### config.mk
export PLATFORM = sky130hd
export DESIGN_NAME = thread_tlb
export DESIGN_NICKNAME = d
export VERILOG_FILES = /design/src/rtl/tlb_thread_pkg.sv /design/src/rtl/tlb_tag_match.sv /design/src/rtl/tlb_ppn_select.sv /design/src/rtl/tlb_victim_pick.sv /design/src/rtl/tlb_entry_file.sv /design/src/rtl/thread_tlb.sv
export SDC_FILE = /design/constraint.sdc
export NUM_CORES = 1
export LEC_CHECK = 0
export ABC_CLOCK_PERIOD_IN_PS = 2650
export BUFFER_PORTS_ARGS = -buffer_cell sky130_fd_sc_hd__buf_2
export CORE_MARGIN = 5
export CORE_UTILIZATION = 50
export DETAILED_ROUTE_END_ITERATION = 8
export GPL_ROUTABILITY_DRIVEN = 0
export PLACE_DENSITY = 0.71
export SLEW_MARGIN = 20
export SYNTH_ARGS = -nofsm -noshare
export SYNTH_HDL_FRONTEND = slang
export SYNTH_HIERARCHICAL = 1
export SYNTH_SLANG_ARGS = --single-unit
export TNS_END_PERCENT = 5
### constraint.sdc
create_clock -name clk -period 2.65 [get_ports clk]
set_input_delay 0.53 -clock clk [delete_from_list [all_inputs] [get_ports clk]]
set_output_delay 0.53 -clock clk [all_outputs]
set_load 0.01 [all_outputs]
### src/rtl/tlb_thread_pkg.sv
package tlb_thread_pkg;

    localparam int DEF_ENTRIES = 4;
    localparam int DEF_TID_W   = 2;
    localparam int DEF_VPN_W   = 8;
    localparam int DEF_PPN_W   = 8;
    localparam int DEF_OFF_W   = 4;

    // How a fill lands in the entry file
    typedef enum logic [1:0] {
        WR_NONE   = 2'd0,
        WR_UPDATE = 2'd1,
        WR_FREE   = 2'd2,
        WR_EVICT  = 2'd3
    } wr_kind_e;

    function automatic int idx_w(input int n);
        return (n > 1) ? $clog2(n) : 1;
    endfunction

endpackage

### src/rtl/tlb_tag_match.sv
module tlb_tag_match #(
    parameter int ENTRIES = 4,
    parameter int TID_W   = 2,
    parameter int VPN_W   = 8
) (
    input  logic [ENTRIES-1:0]            valid_vec,
    input  logic [ENTRIES-1:0][TID_W-1:0] tid_arr,
    input  logic [ENTRIES-1:0][VPN_W-1:0] vpn_arr,
    input  logic [TID_W-1:0]              req_tid,
    input  logic [VPN_W-1:0]              req_vpn,
    output logic [ENTRIES-1:0]            match_vec
);

    // Both the owning thread and the page must agree
    for (genvar e = 0; e < ENTRIES; e++) begin : g_cmp
        assign match_vec[e] = valid_vec[e]
                            && (tid_arr[e] == req_tid)
                            && (vpn_arr[e] == req_vpn);
    end

endmodule

### src/rtl/tlb_ppn_select.sv
module tlb_ppn_select #(
    parameter int ENTRIES = 4,
    parameter int PPN_W   = 8
) (
    input  logic [ENTRIES-1:0]            sel_vec,
    input  logic [ENTRIES-1:0][PPN_W-1:0] ppn_arr,
    output logic                          any_sel,
    output logic [PPN_W-1:0]              ppn_out
);

    assign any_sel = |sel_vec;

    // AND-OR mux; selection is one-hot or empty
    always_comb begin
        ppn_out = '0;
        for (int e = 0; e < ENTRIES; e++) begin
            ppn_out = ppn_out | ({PPN_W{sel_vec[e]}} & ppn_arr[e]);
        end
    end

endmodule

### src/rtl/tlb_victim_pick.sv
module tlb_victim_pick
    import tlb_thread_pkg::*;
#(
    parameter int ENTRIES = 4
) (
    input  logic               clk,
    input  logic               rst,
    input  logic [ENTRIES-1:0] valid_vec,
    input  logic [ENTRIES-1:0] fill_hit_vec,
    input  logic               fill_go,
    output logic [ENTRIES-1:0] wr_onehot,
    output wr_kind_e           wr_kind
);

    localparam int IW = idx_w(ENTRIES);
    localparam logic [IW-1:0] LAST_IDX = IW'(ENTRIES - 1);
    localparam logic [ENTRIES-1:0] ONE = ENTRIES'(1);

    logic [IW-1:0]      rr_q;
    logic [ENTRIES-1:0] free_vec;
    logic [ENTRIES-1:0] free_low;
    logic [ENTRIES-1:0] rr_onehot;

    assign free_vec  = ~valid_vec;
    assign free_low  = free_vec & (~free_vec + ONE);
    assign rr_onehot = ONE << rr_q;

    always_comb begin
        if (!fill_go) begin
            wr_kind   = WR_NONE;
            wr_onehot = '0;
        end else if (|fill_hit_vec) begin
            wr_kind   = WR_UPDATE;
            wr_onehot = fill_hit_vec;
        end else if (|free_vec) begin
            wr_kind   = WR_FREE;
            wr_onehot = free_low;
        end else begin
            wr_kind   = WR_EVICT;
            wr_onehot = rr_onehot;
        end
    end

    always_ff @(posedge clk) begin
        if (rst) begin
            rr_q <= '0;
        end else if (wr_kind == WR_EVICT) begin
            rr_q <= (rr_q == LAST_IDX) ? '0 : rr_q + IW'(1);
        end
    end

endmodule

### src/rtl/tlb_entry_file.sv
module tlb_entry_file #(
    parameter int ENTRIES = 4,
    parameter int TID_W   = 2,
    parameter int VPN_W   = 8,
    parameter int PPN_W   = 8
) (
    input  logic                          clk,
    input  logic                          rst,
    input  logic [ENTRIES-1:0]            wr_onehot,
    input  logic [TID_W-1:0]              wr_tid,
    input  logic [VPN_W-1:0]              wr_vpn,
    input  logic [PPN_W-1:0]              wr_ppn,
    input  logic                          clr_all,
    input  logic                          clr_thread,
    input  logic [TID_W-1:0]              clr_tid,
    output logic [ENTRIES-1:0]            valid_vec,
    output logic [ENTRIES-1:0][TID_W-1:0] tid_arr,
    output logic [ENTRIES-1:0][VPN_W-1:0] vpn_arr,
    output logic [ENTRIES-1:0][PPN_W-1:0] ppn_arr
);

    for (genvar e = 0; e < ENTRIES; e++) begin : g_ent
        always_ff @(posedge clk) begin
            if (rst) begin
                valid_vec[e] <= 1'b0;
                tid_arr[e]   <= '0;
                vpn_arr[e]   <= '0;
                ppn_arr[e]   <= '0;
            end else if (clr_all) begin
                valid_vec[e] <= 1'b0;
            end else if (clr_thread && (tid_arr[e] == clr_tid)) begin
                valid_vec[e] <= 1'b0;
            end else if (wr_onehot[e]) begin
                valid_vec[e] <= 1'b1;
                tid_arr[e]   <= wr_tid;
                vpn_arr[e]   <= wr_vpn;
                ppn_arr[e]   <= wr_ppn;
            end
        end
    end

endmodule

### src/rtl/thread_tlb.sv
module thread_tlb
    import tlb_thread_pkg::*;
#(
    parameter int ENTRIES = DEF_ENTRIES,
    parameter int TID_W   = DEF_TID_W,
    parameter int VPN_W   = DEF_VPN_W,
    parameter int PPN_W   = DEF_PPN_W,
    parameter int OFF_W   = DEF_OFF_W,
    localparam int VA_W   = VPN_W + OFF_W,
    localparam int PA_W   = PPN_W + OFF_W
) (
    input  logic             clk,
    input  logic             rst,
    input  logic [TID_W-1:0] lk_tid,
    input  logic [VA_W-1:0]  lk_vaddr,
    output logic             lk_hit,
    output logic [PA_W-1:0]  lk_paddr,
    input  logic             fl_valid,
    input  logic [TID_W-1:0] fl_tid,
    input  logic [VPN_W-1:0] fl_vpn,
    input  logic [PPN_W-1:0] fl_ppn,
    input  logic             inv_tid_valid,
    input  logic [TID_W-1:0] inv_tid,
    input  logic             inv_all
);

    logic [ENTRIES-1:0]            valid_vec;
    logic [ENTRIES-1:0][TID_W-1:0] tid_arr;
    logic [ENTRIES-1:0][VPN_W-1:0] vpn_arr;
    logic [ENTRIES-1:0][PPN_W-1:0] ppn_arr;

    logic [ENTRIES-1:0] lk_match;
    logic [ENTRIES-1:0] fl_match;
    logic [ENTRIES-1:0] wr_onehot;
    wr_kind_e           wr_kind;
    logic               fill_go;
    logic               sel_any;
    logic [PPN_W-1:0]   sel_ppn;
    logic [VPN_W-1:0]   lk_vpn;
    logic [OFF_W-1:0]   lk_off;

    assign lk_vpn  = lk_vaddr[VA_W-1:OFF_W];
    assign lk_off  = lk_vaddr[OFF_W-1:0];
    assign fill_go = fl_valid && !inv_all && !inv_tid_valid;

    tlb_tag_match #(.ENTRIES(ENTRIES), .TID_W(TID_W), .VPN_W(VPN_W)) u_lk_match (
        .valid_vec (valid_vec),
        .tid_arr   (tid_arr),
        .vpn_arr   (vpn_arr),
        .req_tid   (lk_tid),
        .req_vpn   (lk_vpn),
        .match_vec (lk_match)
    );

    tlb_tag_match #(.ENTRIES(ENTRIES), .TID_W(TID_W), .VPN_W(VPN_W)) u_fl_match (
        .valid_vec (valid_vec),
        .tid_arr   (tid_arr),
        .vpn_arr   (vpn_arr),
        .req_tid   (fl_tid),
        .req_vpn   (fl_vpn),
        .match_vec (fl_match)
    );

    tlb_ppn_select #(.ENTRIES(ENTRIES), .PPN_W(PPN_W)) u_sel (
        .sel_vec (lk_match),
        .ppn_arr (ppn_arr),
        .any_sel (sel_any),
        .ppn_out (sel_ppn)
    );

    tlb_victim_pick #(.ENTRIES(ENTRIES)) u_victim (
        .clk          (clk),
        .rst          (rst),
        .valid_vec    (valid_vec),
        .fill_hit_vec (fl_match),
        .fill_go      (fill_go),
        .wr_onehot    (wr_onehot),
        .wr_kind      (wr_kind)
    );

    tlb_entry_file #(.ENTRIES(ENTRIES), .TID_W(TID_W), .VPN_W(VPN_W), .PPN_W(PPN_W)) u_file (
        .clk        (clk),
        .rst        (rst),
        .wr_onehot  (wr_onehot),
        .wr_tid     (fl_tid),
        .wr_vpn     (fl_vpn),
        .wr_ppn     (fl_ppn),
        .clr_all    (inv_all),
        .clr_thread (inv_tid_valid),
        .clr_tid    (inv_tid),
        .valid_vec  (valid_vec),
        .tid_arr    (tid_arr),
        .vpn_arr    (vpn_arr),
        .ppn_arr    (ppn_arr)
    );

    assign lk_hit   = sel_any;
    assign lk_paddr = sel_any ? {sel_ppn, lk_off} : '0;

endmodule

# Word-level counts from Yosys, hierarchy flattened
# Index checks and enable logic that the tools add are counted.
[word_totals]
in_bits = 39
regBits = 78
wordCells = 100
out_inout_bits = 13
[classes]
muxes = 8
n_eq_ne = 22
addsub = 2
bitwise = 15
shifts = 1
reduce_logical = 35
[op_table]
columns = ["operator", "count"]
rows = [
  ["8-bit equality test", 8],
  ["8-bit AND", 4],
  ["2-bit equality test", 12],
  ["8-bit bitwise OR", 3],
  ["1-bit logical AND", 22],
  ["12-bit 2-to-1 mux", 1],
  ["4-bit 2-to-1 mux", 3],
  ["3-bit AND reduction", 4],
  ["3-bit OR reduction", 4],
  ["4-bit OR reduction", 3],
  ["4-bit inverter", 2],
  ["2-bit 2-to-1 mux", 3],
  ["1-bit inverter", 5],
  ["4-bit by 1-bit adder with 4-bit output (second input constant)", 1],
  ["4-bit AND", 1],
  ["2-bit equality test (second input constant)", 2],
  ["1-bit by 2-bit << shifter with 4-bit output (first input constant)", 1],
  ["2-bit by 1-bit adder with 2-bit output (second input constant)", 1],
  ["1-bit logical NOT", 2],
  ["1-bit 2-to-1 mux", 1],
]

# Depth between registers and ports, before layout
# Gate-level depths: netlist (run 1).
[depth]
ltp_word = 8
mapped_depth = 12
mapped_depth_nobuf = 9

# Modules after synthesis
# The synthesis (run 1) kept the hierarchy.
[modules_own_cells]
columns = ["mod", "instances", "cells_each", "seq_area_each_um2", "area_per_inst_um2"]
rows = [
  ["tlb_entry_file", 1, 618, 1521.5, 5114.9],
  ["tlb_tag_match", 2, 66, 0.0, 579.3],
  ["tlb_victim_pick", 1, 37, 40.0, 284.0],
  ["tlb_ppn_select", 1, 29, 0.0, 186.4],
  ["thread_tlb", 1, 14, 0.0, 103.8],
]

# Least setup slack after synthesis (run 1)
# No wires, ideal clock.
[synth_path]
path_type = "input to register"
start = "input fl_vpn[3]"
end = "register u_file/ppn_arr[10] (netlist bit)"
required_time_ns = 2.588
slack_ns = -0.109
stages = 12
setup_time_ns = 0.062
t_arrival_ns = 2.697
path_buffers = 3
path_cell_list = "buf_2 xnor2_1 nand4_1 nor3_2 or4_4 a211oi_2 o21a_1 buf_2 clkbuf_1 nor4bb_1 a22oi_1 nand3_1"
[synth_between]
elab_chain_cells = 6
elab_cells_between_ends = 12
classes_between = "4 x eq/ne; 2 x mux; 6 x reduce/logical"
[synth_lines]
columns = ["element", "line_no", "rtl"]
rows = [
  ["from (decl)", "thread_tlb.sv:20", "input logic [VPN_W-1:0] fl_vpn,"],
  ["8-bit equality test (*)", "tlb_tag_match.sv:18", "&& (vpn_arr[e] == req_vpn);"],
  ["1-bit logical AND (*)", "tlb_tag_match.sv:18", ""],
  ["named net fl_match[1]", "thread_tlb.sv:33", "logic [ENTRIES-1:0] fl_match;"],
  ["4-bit OR reduction", "tlb_victim_pick.sv:32", "end else if (|fill_hit_vec) begin"],
  ["4-bit 2-to-1 mux (*)", "tlb_victim_pick.sv:32", ""],
  ["4-bit 2-to-1 mux (*)", "tlb_victim_pick.sv:29", "if (!fill_go) begin"],
  ["named net wr_onehot[1]", "thread_tlb.sv:34", "logic [ENTRIES-1:0] wr_onehot;"],
  ["3-bit AND reduction (no source line) (*)", "-", ""],
  ["to (signal, indexed assignment)", "tlb_entry_file.sv:37", "ppn_arr[e] <= wr_ppn;"],
  ["to (decl)", "tlb_entry_file.sv:19", "output logic [ENTRIES-1:0][PPN_W-1:0] ppn_arr"],
]
# Mark *: on every way through the listed nets, which the timed path passes. The rest lies on a longest branch.
# A chain may end at the register's enable or synchronous reset.

# Worst setup path in the final report (run 1)
[layout_path]
start = "input fl_tid[1]"
end = "register u_file/ppn_arr[22] (netlist bit)"
[layout_between]
elab_chain_cells = 7
elab_cells_between_ends = 16
classes_between = "4 x eq/ne; 2 x mux; 10 x reduce/logical"
[layout_lines]
columns = ["element", "line_no", "rtl"]
rows = [
  ["from (decl)", "thread_tlb.sv:19", "input logic [TID_W-1:0] fl_tid,"],
  ["2-bit equality test", "tlb_tag_match.sv:17", "&& (tid_arr[e] == req_tid)"],
  ["1-bit logical AND", "tlb_tag_match.sv:17", ""],
  ["1-bit logical AND", "tlb_tag_match.sv:18", ""],
  ["named net fl_match[1]", "thread_tlb.sv:33", ""],
  ["4-bit OR reduction", "tlb_victim_pick.sv:32", ""],
  ["4-bit 2-to-1 mux", "tlb_victim_pick.sv:32", ""],
  ["4-bit 2-to-1 mux", "tlb_victim_pick.sv:29", ""],
  ["named net wr_onehot[2]", "thread_tlb.sv:34", ""],
  ["3-bit AND reduction (no source line)", "-", ""],
]
# The timed path passes the listed nets, and every way through them passes these cells.

==> metrics.md, run 1 <==
| Metric | Value |
|---|---|
| Number of top-level pins | 52 |
| Insertion delay of the later-clocked pin in the worst-skew pair | 0.35 ns |
| Max-slew violation count | 0 |
| CTS clock-pin slew for the worst setup and hold paths | 0.06 ns |
| Number of cells after detailed placement | 1,027 |
| Total of endpoints with negative setup slack in the final report | 4 |
| Maximum fanout along the worst path | 8 |
| Final critical delay including setup and external delays | 2.68 ns |
| Post-route antenna net violation count | 0 |
| Total Negative Setup Slacks | -0.0696 ns |
| Final Cell Area | 8060 um2 |
| Aggregate routed wire length | 23,900 um |
| Die W | 127 um |
| Status | complete, but fails checks |
| Number of buffers inserted for hold repair after clock tree synthesis | 0 |
| Crit share post-route | 101% |
| Slew Limit Headroom | 29.0% |
| Area of the placeable core | 13,300 um2 |
| Maximum number of pins on one net before global-route repair | 80 |
| Number of levels in the clock H-tree | 3 |
| Antenna Cells | 0 |
| Worst hold stages | 2 |
| Crit-path cells | clkbuf_4, xnor2_1, nand3_1, nor3_2, or4_4, a211oi_1, o21a_1, buf_4, nor4bb_1, a22oi_1, nand3_1 |
| Number of antenna violations at the first check in global routing | 0 |
| Max frequency | roughly 0.37 GHz |
| Critical path buffer and inverter count | 2 |
| Mapped cell area | 6830 um2 |
| Net Count, Synth | 870 |
| Warnings from Yosys | 6 |
| Worst setup timing slack at the placement stage | -0.317 ns |
| Slowest cell on crit path | sky130_fd_sc_hd__or4_4 |
| R2R setup slack | -0.01 ns |
| Vias | 7,268 |
| Vias in the first global route | ~7,000 |
| CP Data Required Time | around 2.9 ns |
| Category of the most critical setup path | input pin to register |
| Number of nets in the final layout | 912 |
| Row Count | 42 |
| Crit path capture type | register |
| Standard cell area after detailed placement | ~7500 um2 |
| R2r worst-path depth | 11 |
| Arrival time of the worst setup path | about 3 ns |
| Final non-filler cell total | 1,049 |
| CTS tree | yes |
| Overall die area | 16,100 um2 |
| Power per unit of standard cell area | roughly 360 nW/um2 |
| Leak pwr | 2.90 nW |
| End of the worst register-to-register path | u_file/ppn_arr[22]$_SDFFE_PP0P_ |
| Slew at the pin with the worst max-slew slack | 1.07 ns |
| Top Family by Delay on Critical Path | simple AND/OR/NAND/NOR gates |
| IO Port Bufs | 51 |
| Post-detail-place hpwl | 15,300 um |
| Post-Synthesis Mean Instance Area | 8.26 um2 |
| Hold Crit Endpoint | u_victim/rr_q[1]$_SDFFE_PP0N_ |
| Clock Tree Root | sky130_fd_sc_hd__clkbuf_16 |
| Proportion of layout cells with a drive suffix above 1 | 27.4% |
| Setup crit start kind | input pin |
| Largest stage delay on the critical path | approximately 0.56 ns |
| Min-Delay Path Class | register to register |
| First-pass GRT wire length | 37,500 um |
| Total routing usage reported by global routing | 28.8% |
| Failing checks | negative setup slack |
| Post-detailed-route via-to-cell ratio | 6.93 |
| Crit path setup slack, layout | -0.0304 ns |
| First-pass detailed-route iteration total | 8 |
| Effective utilization at floorplan | 51.4% |
| Peak supply drop | between 0.2 and 0.25 mV |
| Maximum number of buffers from clock root to sink | 2 |
| Syn Inst Count | 827 |
| Post-detailed-route wirelength per cell | approximately 23 um |
| Worst R2R Start | u_file/tid_arr[2]$_SDFFE_PP0P_ |
| Most common cell type on the critical path | sky130_fd_sc_hd__nand3_1 |
| Max-cap viol count | 0 |
| Remaining Overflow, GRT | 0 |
| Post-route clock skew | 0.00716 ns |
| Final hold vios | 0 |
| Signed area change from the synthesized netlist to the final layout | 18.0% |
| Number of sinks handled by clock tree synthesis | 78 |
| Unrepaired setup endpoints after global routing | true |
| Launch point of the worst hold path | u_victim/rr_q[1]$_SDFFE_PP0N_ |
| Die Height | between 100 and 150 um |
| TritonCTS buffer count | 9 |
| DRT iter0 DRCs | roughly 850 |
| Drt drc | 0 |
-- layout make-up --
class | count | area (um2)
Clock buffer | 14 | 264
Clock inverter | 1 | 5.00
Fill cell | 1143 | 5240
Inverter | 8 | 30.0
Multi-Input combinational cell | 639 | 4970
Sequential cell | 78 | 1570
Tap cell | 176 | 220
Timing Repair Buffer | 133 | 998
-- per-stage QoR --
step	power, mW	utilization (%)	hold WS (ns)
4_1_cts	2.89	58.5	0.518
5_1_grt	3.01	60.6	0.585
6_report	2.92	60.6	0.527
3_5_place_dp	1.72	56.3	0.507
3_3_place_gp	1.71	56.3	0.498
2_1_floorplan	1.56	-	0.475
-- state kept, by name (all words and copies together) (netlist names) --
register	cells
u_file/ppn_arr	32
u_victim/rr_q	2
u_file/tid_arr	8
u_file/vpn_arr	32
u_file/valid_vec	4
-- routing by layer --
metal	wire length [um]	part of all wire, %	up-vias	global-route usage (%)
met5	0	0	-	0
met4	981	4.1	0	14.3
met3	2230	9.3	79	5.25
met2	11100	47	450	44.9
met1	9540	40	3556	38.2
li1	-	-	3183	-
-- how the worst max path moves through the flow --
stage	cells after the start	endpoint	from
after global routing	8	lk_paddr[10]	u_file/vpn_arr[31]$_SDFFE_PP0P_
after detailed placement	12	u_file/ppn_arr[28]$_SDFFE_PP0P_	fl_vpn[6]
after floorplan	12	u_file/ppn_arr[2]$_SDFFE_PP0P_	fl_vpn[3]
final	11	u_file/ppn_arr[22]$_SDFFE_PP0P_	fl_tid[1]
after CTS	11	u_file/ppn_arr[28]$_SDFFE_PP0P_	u_file/tid_arr[0]$_SDFFE_PP0P_
after global placement	11	u_file/ppn_arr[8]$_SDFFE_PP0P_	fl_vpn[6]
-- layout by cell type (no fill, tap or decap), types with 7 or more instances in the layout --
cell,instances
sky130_fd_sc_hd__a22oi_1,84
sky130_fd_sc_hd__and2_4,7
sky130_fd_sc_hd__and4bb_2,16
sky130_fd_sc_hd__buf_2,45
sky130_fd_sc_hd__buf_4,69
sky130_fd_sc_hd__buf_6,10
sky130_fd_sc_hd__clkbuf_16,9
sky130_fd_sc_hd__dfxtp_1,69
sky130_fd_sc_hd__dfxtp_2,9
sky130_fd_sc_hd__inv_1,8
sky130_fd_sc_hd__nand2_1,12
sky130_fd_sc_hd__nand3_1,77
sky130_fd_sc_hd__nand4_1,90
sky130_fd_sc_hd__nor2b_1,69
sky130_fd_sc_hd__nor3b_1,8
sky130_fd_sc_hd__nor4bb_1,27
sky130_fd_sc_hd__nor4bb_2,19
sky130_fd_sc_hd__o21ai_0,70
sky130_fd_sc_hd__xnor2_1,75
sky130_fd_sc_hd__xnor2_2,12
-- tightest hold or removal path, cell delays in order, from the launching register on --
cell                      delay [ns]
sky130_fd_sc_hd__dfxtp_1        0.34
sky130_fd_sc_hd__o31ai_1        0.08
sky130_fd_sc_hd__a21oi_1        0.06
-- repair_timing --
item | CTS | global route
endpoints found under the setup margin | 12 | 69
gates cloned | 0 | 1
pin swaps | 2 | 10
buffers inserted | 0 | 6
gates resized for setup | 4 | 55
-- power by group --
part	switching [mW]	internal [mW]	leakage [nW]
logic	0.346	0.187	2.13
clock network	0.508	0.681	0.133
registers	0.0114	1.18	0.634
(Power assumes the default switching activity.)
==> run 2, diff against run 1 <==
Settings changed: BUFFER_PORTS_ARGS -buffer_cell sky130_fd_sc_hd__buf_2 to -buffer_cell sky130_fd_sc_hd__clkbuf_2, HOLD_SLACK_MARGIN set to 0.08, SETUP_SLACK_MARGIN set to 0.3.
==> metrics.md, run 2 (synthesis results as in run 1) <==
| Metric | Value |
|---|---|
| Total Negative Setup Slacks | -0.113 ns (was -0.0696 ns) |
| CP Data Required Time | 2.12 ns (was 2.93 ns) |
| Final critical delay including setup and external delays | 2.67 ns (was 2.68 ns) |
| Post-route antenna net violation count | 0 (unchanged) |
| Die Height | 127 um (unchanged) |
| Min-Delay Path Class | register to register (unchanged) |
| Post-detailed-route wirelength per cell | 25.0 um (was 22.7 um) |
| Slowest cell on crit path | sky130_fd_sc_hd__or4_4 (unchanged) |
| Top Registers | u_file/ppn_arr (32), u_file/vpn_arr (32), u_file/tid_arr (8) (unchanged) |
| Failing checks | negative setup slack (unchanged) |
| Crit share post-route | 101% (about the same) |
| Unrepaired setup endpoints after global routing | true (unchanged) |
| Number of levels in the clock H-tree | 3 (unchanged) |
| Max-cap viol count | 0 (unchanged) |
| Max-slew violation count | 0 (unchanged) |
| Largest stage delay on the critical path | 0.57 ns (was 0.56 ns) |
| Crit path capture type | primary output (was register) |
| CTS tree | yes (unchanged) |
| Vias in the first global route | 6,766 (was 6,919) |
| Crit path setup slack, layout | -0.0226 ns (was -0.0304 ns) |
| Remaining Overflow, GRT | 0 (unchanged) |
| R2r worst-path depth | 12 (was 11) |
| Status | complete, but fails checks (unchanged) |
| Proportion of layout cells with a drive suffix above 1 | 41.4% (was 27.4%) |
| Insertion delay of the later-clocked pin in the worst-skew pair | 0.36 ns (was 0.35 ns) |
| Maximum number of pins on one net before global-route repair | 80 (unchanged) |
| Aggregate routed wire length | 26,300 um (was 23,900 um) |
| Setup crit start kind | register (was input pin) |
| Top Family by Delay on Critical Path | simple AND/OR/NAND/NOR gates (unchanged) |
| First-pass GRT wire length | 36,900 um (was 37,500 um) |
| Critical path buffer and inverter count | 2 (unchanged) |
| CTS clock-pin slew for the worst setup and hold paths | 0.07 ns (was 0.06 ns) |
| Drt drc | 0 (unchanged) |
| Worst hold stages | 2 (unchanged) |
| Post-route clock skew | 0.00877 ns (was 0.00716 ns) |
| Leak pwr | 3.44 nW (was 2.90 nW) |
| Total of endpoints with negative setup slack in the final report | 9 (was 4) |
| Vias | 7,499 (was 7,268) |
| Post-detailed-route via-to-cell ratio | 7.13 (was 6.93) |
| Number of antenna violations at the first check in global routing | 0 (unchanged) |
| Number of top-level pins | 52 (unchanged) |
| Number of nets in the final layout | 914 (was 912) |
| First-pass detailed-route iteration total | 5 (was 8) |
| Clock Tree Root | sky130_fd_sc_hd__clkbuf_16 (unchanged) |
| Number of sinks handled by clock tree synthesis | 78 (unchanged) |
| IO Port Bufs | 51 (unchanged) |
| Slew Limit Headroom | 15.6% (was 29.0%) |
| Maximum number of buffers from clock root to sink | 2 (unchanged) |
| Overall die area | 16,100 um2 (unchanged) |
| Post-detail-place hpwl | 15,800 um (was 15,300 um) |
| Effective utilization at floorplan | 51.4% (unchanged) |
| Antenna Cells | 0 (unchanged) |
| Final non-filler cell total | 1,052 (was 1,049) |
| Signed area change from the synthesized netlist to the final layout | 36.2% (was 18.0%) |
| Critical path depth | 7 (was 11) |
| DRT iter0 DRCs | 1,220 (was 849) |
| Max frequency | 0.374 GHz (was 0.373 GHz) |
| Number of buffers inserted for hold repair after clock tree synthesis | 0 (unchanged) |
| Power per unit of standard cell area | 362 nW/um2 (about the same) |
| TritonCTS buffer count | 9 (unchanged) |
| Peak supply drop | 0.337 mV (was 0.248 mV) |
| Area of the placeable core | 13,300 um2 (unchanged) |
| Maximum fanout along the worst path | 7 (was 8) |
| Most common cell after layout, fill and taps aside | sky130_fd_sc_hd__nand4_1 (unchanged) |
| Die W | 127 um (unchanged) |
| Final Power | 3.37 mW (was 2.92 mW) |
| Number of filler instances in the final layout | 894 (was 1,143) |
| Row Count | 42 (unchanged) |
| Final hold vios | 0 (unchanged) |
| Slew at the pin with the worst max-slew slack | 1.27 ns (was 1.07 ns) |
| Category of the most critical setup path | register to primary output (was input pin to register) |
| Arrival time of the worst setup path | 2.14 ns (was 2.96 ns) |
| Crit-path cells | xnor2_1, nand4_1, nor3_4, buf_6, or4_4, and2_4, clkbuf_2 (was clkbuf_4, xnor2_1, nand3_1, nor3_2, or4_4, a211oi_1, o21a_1, buf_4, nor4bb_1, a22oi_1, nand3_1) |
| Most frequent cells in the layout | sky130_fd_sc_hd__nand4_1, sky130_fd_sc_hd__nand3_1, sky130_fd_sc_hd__xnor2_1 (was sky130_fd_sc_hd__nand4_1, sky130_fd_sc_hd__a22oi_1, sky130_fd_sc_hd__nand3_1) |
| Total routing usage reported by global routing | 28.0% (was 28.8%) |
| Number of cells after detailed placement | 1,024 (was 1,027) |
-- run 2: cell count changes in the layout (fill, tap and decap cells not counted), sizes merged --
cell | before | now
clkbuf | 17 | 39
clkinvlp | 0 | 2
clkinv | 1 | 0
buf | 130 | 107
bufinv | 0 | 3
-- run 2: where the power goes --
part	internal (mW)	switching, mW	total, mW
sequential	1.18	0.0156	1.20
clock	0.973	0.567	1.54
combinational	0.233	0.401	0.635
total	2.39	0.984	3.37
-- run 2: routing by layer --
layer / vias to the layer above / GRT usage, % / share of wire [%] / wire length, um
li1: 3198 / - / - / -
met1: 3638 / 37.9 / 39 / 10100
met2: 556 / 44.5 / 48 / 12500
met3: 107 / 4.33 / 9.5 / 2500
met4: 0 / 11.8 / 4.4 / 1150
met5: - / 0 / 0 / 0
-- run 2: final cells by class --
type                       instances  area (um2)  share of cell area (%)
clock buffer                      11         253                    2.72
clock inverter                     5         105                    1.13
inverter                           8        30.0                   0.323
multi-input combinational        639        5930                    63.8
sequential                        78        1610                    17.3
tap                              176         220                    2.37
timing repair buffer             135        1150                    12.4
-- run 2: per-stage QoR --
| step | cell area, um2 | utilization (%) | hold slack, ns | setup WS [ns] |
|---|---|---|---|---|
| final | 9300 | 70.0 | 0.529 | -0.0226 |
| after global routing | 9300 | 70.0 | 0.561 | -0.0606 |
| after CTS | 8010 | 60.3 | 0.525 | 0.0506 |
| after detailed placement | 7610 | 57.3 | 0.513 | -0.250 |
| after global placement | 7610 | 57.3 | 0.499 | -0.242 |
| after floorplan | 7150 | - | 0.475 | 0.134 |
-- run 2: path summary, 6_finish.rpt --
kind                              startpoint                              to  slack, ns
max reg2reg  u_file/vpn_arr[28]$_SDFFE_PP0P_  u_file/tid_arr[6]$_SDFFE_PP0P_       0.11
max          u_file/vpn_arr[11]$_SDFFE_PP0P_                     lk_paddr[5]      -0.02
min reg2reg    u_victim/rr_q[1]$_SDFFE_PP0N_   u_victim/rr_q[1]$_SDFFE_PP0N_       0.53
min            u_victim/rr_q[1]$_SDFFE_PP0N_   u_victim/rr_q[1]$_SDFFE_PP0N_       0.53
-- run 2: worst register-to-register path, cell delays in order, from the launching register on --
cell and delay [ns]:
sky130_fd_sc_hd__dfxtp_1 0.47, sky130_fd_sc_hd__xnor2_2 0.10, sky130_fd_sc_hd__nand4_1 0.13, sky130_fd_sc_hd__nor3_2 0.07, sky130_fd_sc_hd__buf_4 0.15, sky130_fd_sc_hd__nor4_4 0.30
sky130_fd_sc_hd__a41oi_2 0.18, sky130_fd_sc_hd__nor2b_4 0.23, sky130_fd_sc_hd__buf_6 0.18, sky130_fd_sc_hd__nand2b_4 0.10, sky130_fd_sc_hd__buf_8 0.16, sky130_fd_sc_hd__a22oi_1 0.19
sky130_fd_sc_hd__nand3_1 0.14
-- run 2: what timing repair did --
action                                  in CTS  in global routing
resized for setup                           18                314
setup buffers                                0                  8
endpoints found under the setup margin      84                 86
pin swaps                                    3                152
cloned                                       0                  4
==> run 3, diff against run 2 <==
Settings changed: ABC_AREA set to 1, PLACE_DENSITY 0.71 to 0.72.
==> metrics.md, run 3 <==
| Metric | Value |
|---|---|
| Total routing usage reported by global routing | 25.6% (was 28.0%) |
| Arrival time of the worst setup path | 1.98 ns (was 2.14 ns) |
| Crit share post-route | 94.5% (was 101%) |
| Slew at the pin with the worst max-slew slack | 0.825 ns (was 1.27 ns) |
| Vias | 6,005 (was 7,499) |
| Category of the most critical setup path | register to primary output (unchanged) |
| Fin Hold WS | 0.477 ns (was 0.529 ns) |
| DRT iter0 DRCs | 576 (was 1,220) |
| Insertion delay of the later-clocked pin in the worst-skew pair | 0.34 ns (was 0.36 ns) |
| Total Negative Setup Slacks | 0 ns (was -0.113 ns) |
| Setup crit start kind | register (unchanged) |
| Min-Delay Path Class | register to register (unchanged) |
| Final Power | 2.79 mW (was 3.37 mW) |
| Most common cell after layout, fill and taps aside | sky130_fd_sc_hd__nand2_1 (was sky130_fd_sc_hd__nand4_1) |
| Syn Inst Count | 980 (was 827) |
| R2r worst-path depth | 19 (was 12) |
| Total of endpoints with negative setup slack in the final report | 0 (was 9) |
| Overall die area | 13,500 um2 (was 16,100 um2) |
| First-pass GRT wire length | 27,000 um (was 36,900 um) |
| Signed area change from the synthesized netlist to the final layout | 16.5% (was 36.2%) |
| Post-route clock skew | 0.00790 ns (was 0.00877 ns) |
| Power per unit of standard cell area | 426 nW/um2 (was 362 nW/um2) |
| Post-detail-place hpwl | 11,200 um (was 15,800 um) |
| Antenna Cells | 0 (unchanged) |
| First-pass detailed-route iteration total | 5 (unchanged) |
| Maximum fanout along the worst path | 8 (was 7) |
| Warnings from Yosys | 6 (unchanged) |
| Row Count | 38 (was 42) |
| CTS clock-pin slew for the worst setup and hold paths | 0.06 ns (was 0.07 ns) |
| Aggregate routed wire length | 16,900 um (was 26,300 um) |
| Unrepaired setup endpoints after global routing | true (unchanged) |
| Top Registers | u_file/ppn_arr (32), u_file/vpn_arr (32), u_file/tid_arr (8) (unchanged) |
| Post-route antenna net violation count | 0 (unchanged) |
| Die W | 116 um (was 127 um) |
| Crit path setup slack, layout | 0.145 ns (was -0.0226 ns) |
| Drt drc | 0 (unchanged) |
| Vias in the first global route | 5,346 (was 6,766) |
| Die Height | 116 um (was 127 um) |
| Post-detailed-route via-to-cell ratio | 5.08 (was 7.13) |
| Max frequency | 0.399 GHz (was 0.374 GHz) |
| Net Count, Synth | 1,023 (was 870) |
| Launch point of the worst hold path | u_file/ppn_arr[7]$_SDFFE_PP0P_ (was u_victim/rr_q[1]$_SDFFE_PP0N_) |
| Worst R2R Start | u_file/tid_arr[4]$_SDFFE_PP0P_ (was u_file/vpn_arr[28]$_SDFFE_PP0P_) |
| Maximum number of pins on one net before global-route repair | 54 (was 80) |
| Mapped cell area | 5630 um2 (was 6830 um2) |
| Status | complete, no violations (was complete, but fails checks) |
| Leak pwr | 3.15 nW (was 3.44 nW) |
| Timing startpoint of the critical path | u_file/vpn_arr[16]$_SDFFE_PP0P_ (was u_file/vpn_arr[11]$_SDFFE_PP0P_) |
| Remaining Overflow, GRT | 0 (unchanged) |
| Number of top-level pins | 52 (unchanged) |
| Maximum number of buffers from clock root to sink | 2 (unchanged) |
| Number of levels in the clock H-tree | 3 (unchanged) |
| Slew Limit Headroom | 44.9% (was 15.6%) |
| Clock Tree Root | sky130_fd_sc_hd__clkbuf_16 (unchanged) |
| Number of sinks handled by clock tree synthesis | 78 (unchanged) |
| Number of antenna violations at the first check in global routing | 0 (unchanged) |
| Final critical delay including setup and external delays | 2.51 ns (was 2.67 ns) |
| Proportion of layout cells with a drive suffix above 1 | 19.1% (was 41.4%) |
| Area of the placeable core | 10,900 um2 (was 13,300 um2) |
| Number of nets in the final layout | 1,080 (was 914) |
| Peak supply drop | 0.273 mV (was 0.337 mV) |
| Number of buffers inserted for hold repair after clock tree synthesis | 0 (unchanged) |
| Worst setup timing slack at the placement stage | 0.0558 ns (was -0.250 ns) |
| Post-detailed-route wirelength per cell | 14.3 um (was 25.0 um) |
| Max-cap viol count | 0 (unchanged) |
| CP Data Required Time | 2.12 ns (about the same) |
| Crit path capture type | primary output (unchanged) |
| Max-slew violation count | 0 (unchanged) |
| IO Port Bufs | 51 (unchanged) |
| Final hold vios | 0 (unchanged) |
| CTS tree | yes (unchanged) |
| Post-Synthesis Mean Instance Area | 5.75 um2 (was 8.26 um2) |
| TritonCTS buffer count | 9 (unchanged) |
| Worst hold stages | 2 (unchanged) |
| Most frequent cells in the layout | sky130_fd_sc_hd__nand2_1, sky130_fd_sc_hd__inv_1, sky130_fd_sc_hd__nor2_1 (was sky130_fd_sc_hd__nand4_1, sky130_fd_sc_hd__nand3_1, sky130_fd_sc_hd__xnor2_1) |
| Effective utilization at floorplan | 51.5% (was 51.4%) |
run 3: repair_timing:
action	4_1_cts	5_1_grt
pin swaps	7	11
buffers inserted	10	3
cloned	2	0
resized for setup	65	35
endpoints found under the setup margin	47	84
run 3: area by class of cell:
cell class | instances | area, um2
Fill cell | 1119 | 4370
Multi-Input combinational cell | 693 | 3190
Sequential cell | 78 | 1640
Inverter | 170 | 638
Timing Repair Buffer | 85 | 614
Clock buffer | 10 | 239
Tap cell | 140 | 175
Clock inverter | 6 | 67.6
run 3: layer usage:
layer	part of all wire [%]	wire length [um]	GRT usage, %	vias up
met5	0	0	0	-
met3	7.7	1300	4.56	31
met1	44	7470	34.8	2687
met2	46	7750	41.0	217
li1	-	-	-	3070
met4	2.1	357	8.97	0
run 3: where the power goes:
part           internal, mW  leakage (nW)  switching (mW)
registers              1.17         0.650          0.0102
logic                 0.109          2.36           0.219
clock network         0.761         0.145           0.527
total                  2.04          3.15           0.757
run 3: worst paths after layout:
check	to	slack, ns
hold / removal	u_file/ppn_arr[7]$_SDFFE_PP0P_	0.48
setup reg to reg	u_file/tid_arr[2]$_SDFFE_PP0P_	0.23
hold reg to reg	u_file/ppn_arr[7]$_SDFFE_PP0P_	0.48
setup / recovery	lk_paddr[8]	0.14
run 3: critical path, stage by stage (launching register included):
cell,delay [ns]
sky130_fd_sc_hd__dfxtp_4,0.37
sky130_fd_sc_hd__inv_1,0.04
sky130_fd_sc_hd__nand2_1,0.04
sky130_fd_sc_hd__nand2_1,0.06
sky130_fd_sc_hd__inv_1,0.05
sky130_fd_sc_hd__nand2_1,0.06
sky130_fd_sc_hd__nor2_2,0.11
sky130_fd_sc_hd__nand2_2,0.08
sky130_fd_sc_hd__nor2_4,0.17
sky130_fd_sc_hd__buf_6,0.16
sky130_fd_sc_hd__nor2_2,0.04
sky130_fd_sc_hd__nand2_2,0.09
sky130_fd_sc_hd__buf_8,0.14
sky130_fd_sc_hd__nand2_1,0.05
sky130_fd_sc_hd__inv_1,0.04
sky130_fd_sc_hd__buf_2,0.11
run 3: metrics by stage:
| step | cells | util [%] | cell area (um2) |
|---|---|---|---|
| 6_report | 1182 | 60.0 | 6560 |
| 5_1_grt | 1182 | 60.0 | 6560 |
| 4_1_cts | 1179 | 59.3 | 6480 |
| 3_5_place_dp | 1151 | 54.5 | 5960 |
| 3_3_place_gp | 1151 | 54.5 | 5960 |
| 2_1_floorplan | 980 | - | 5630 |
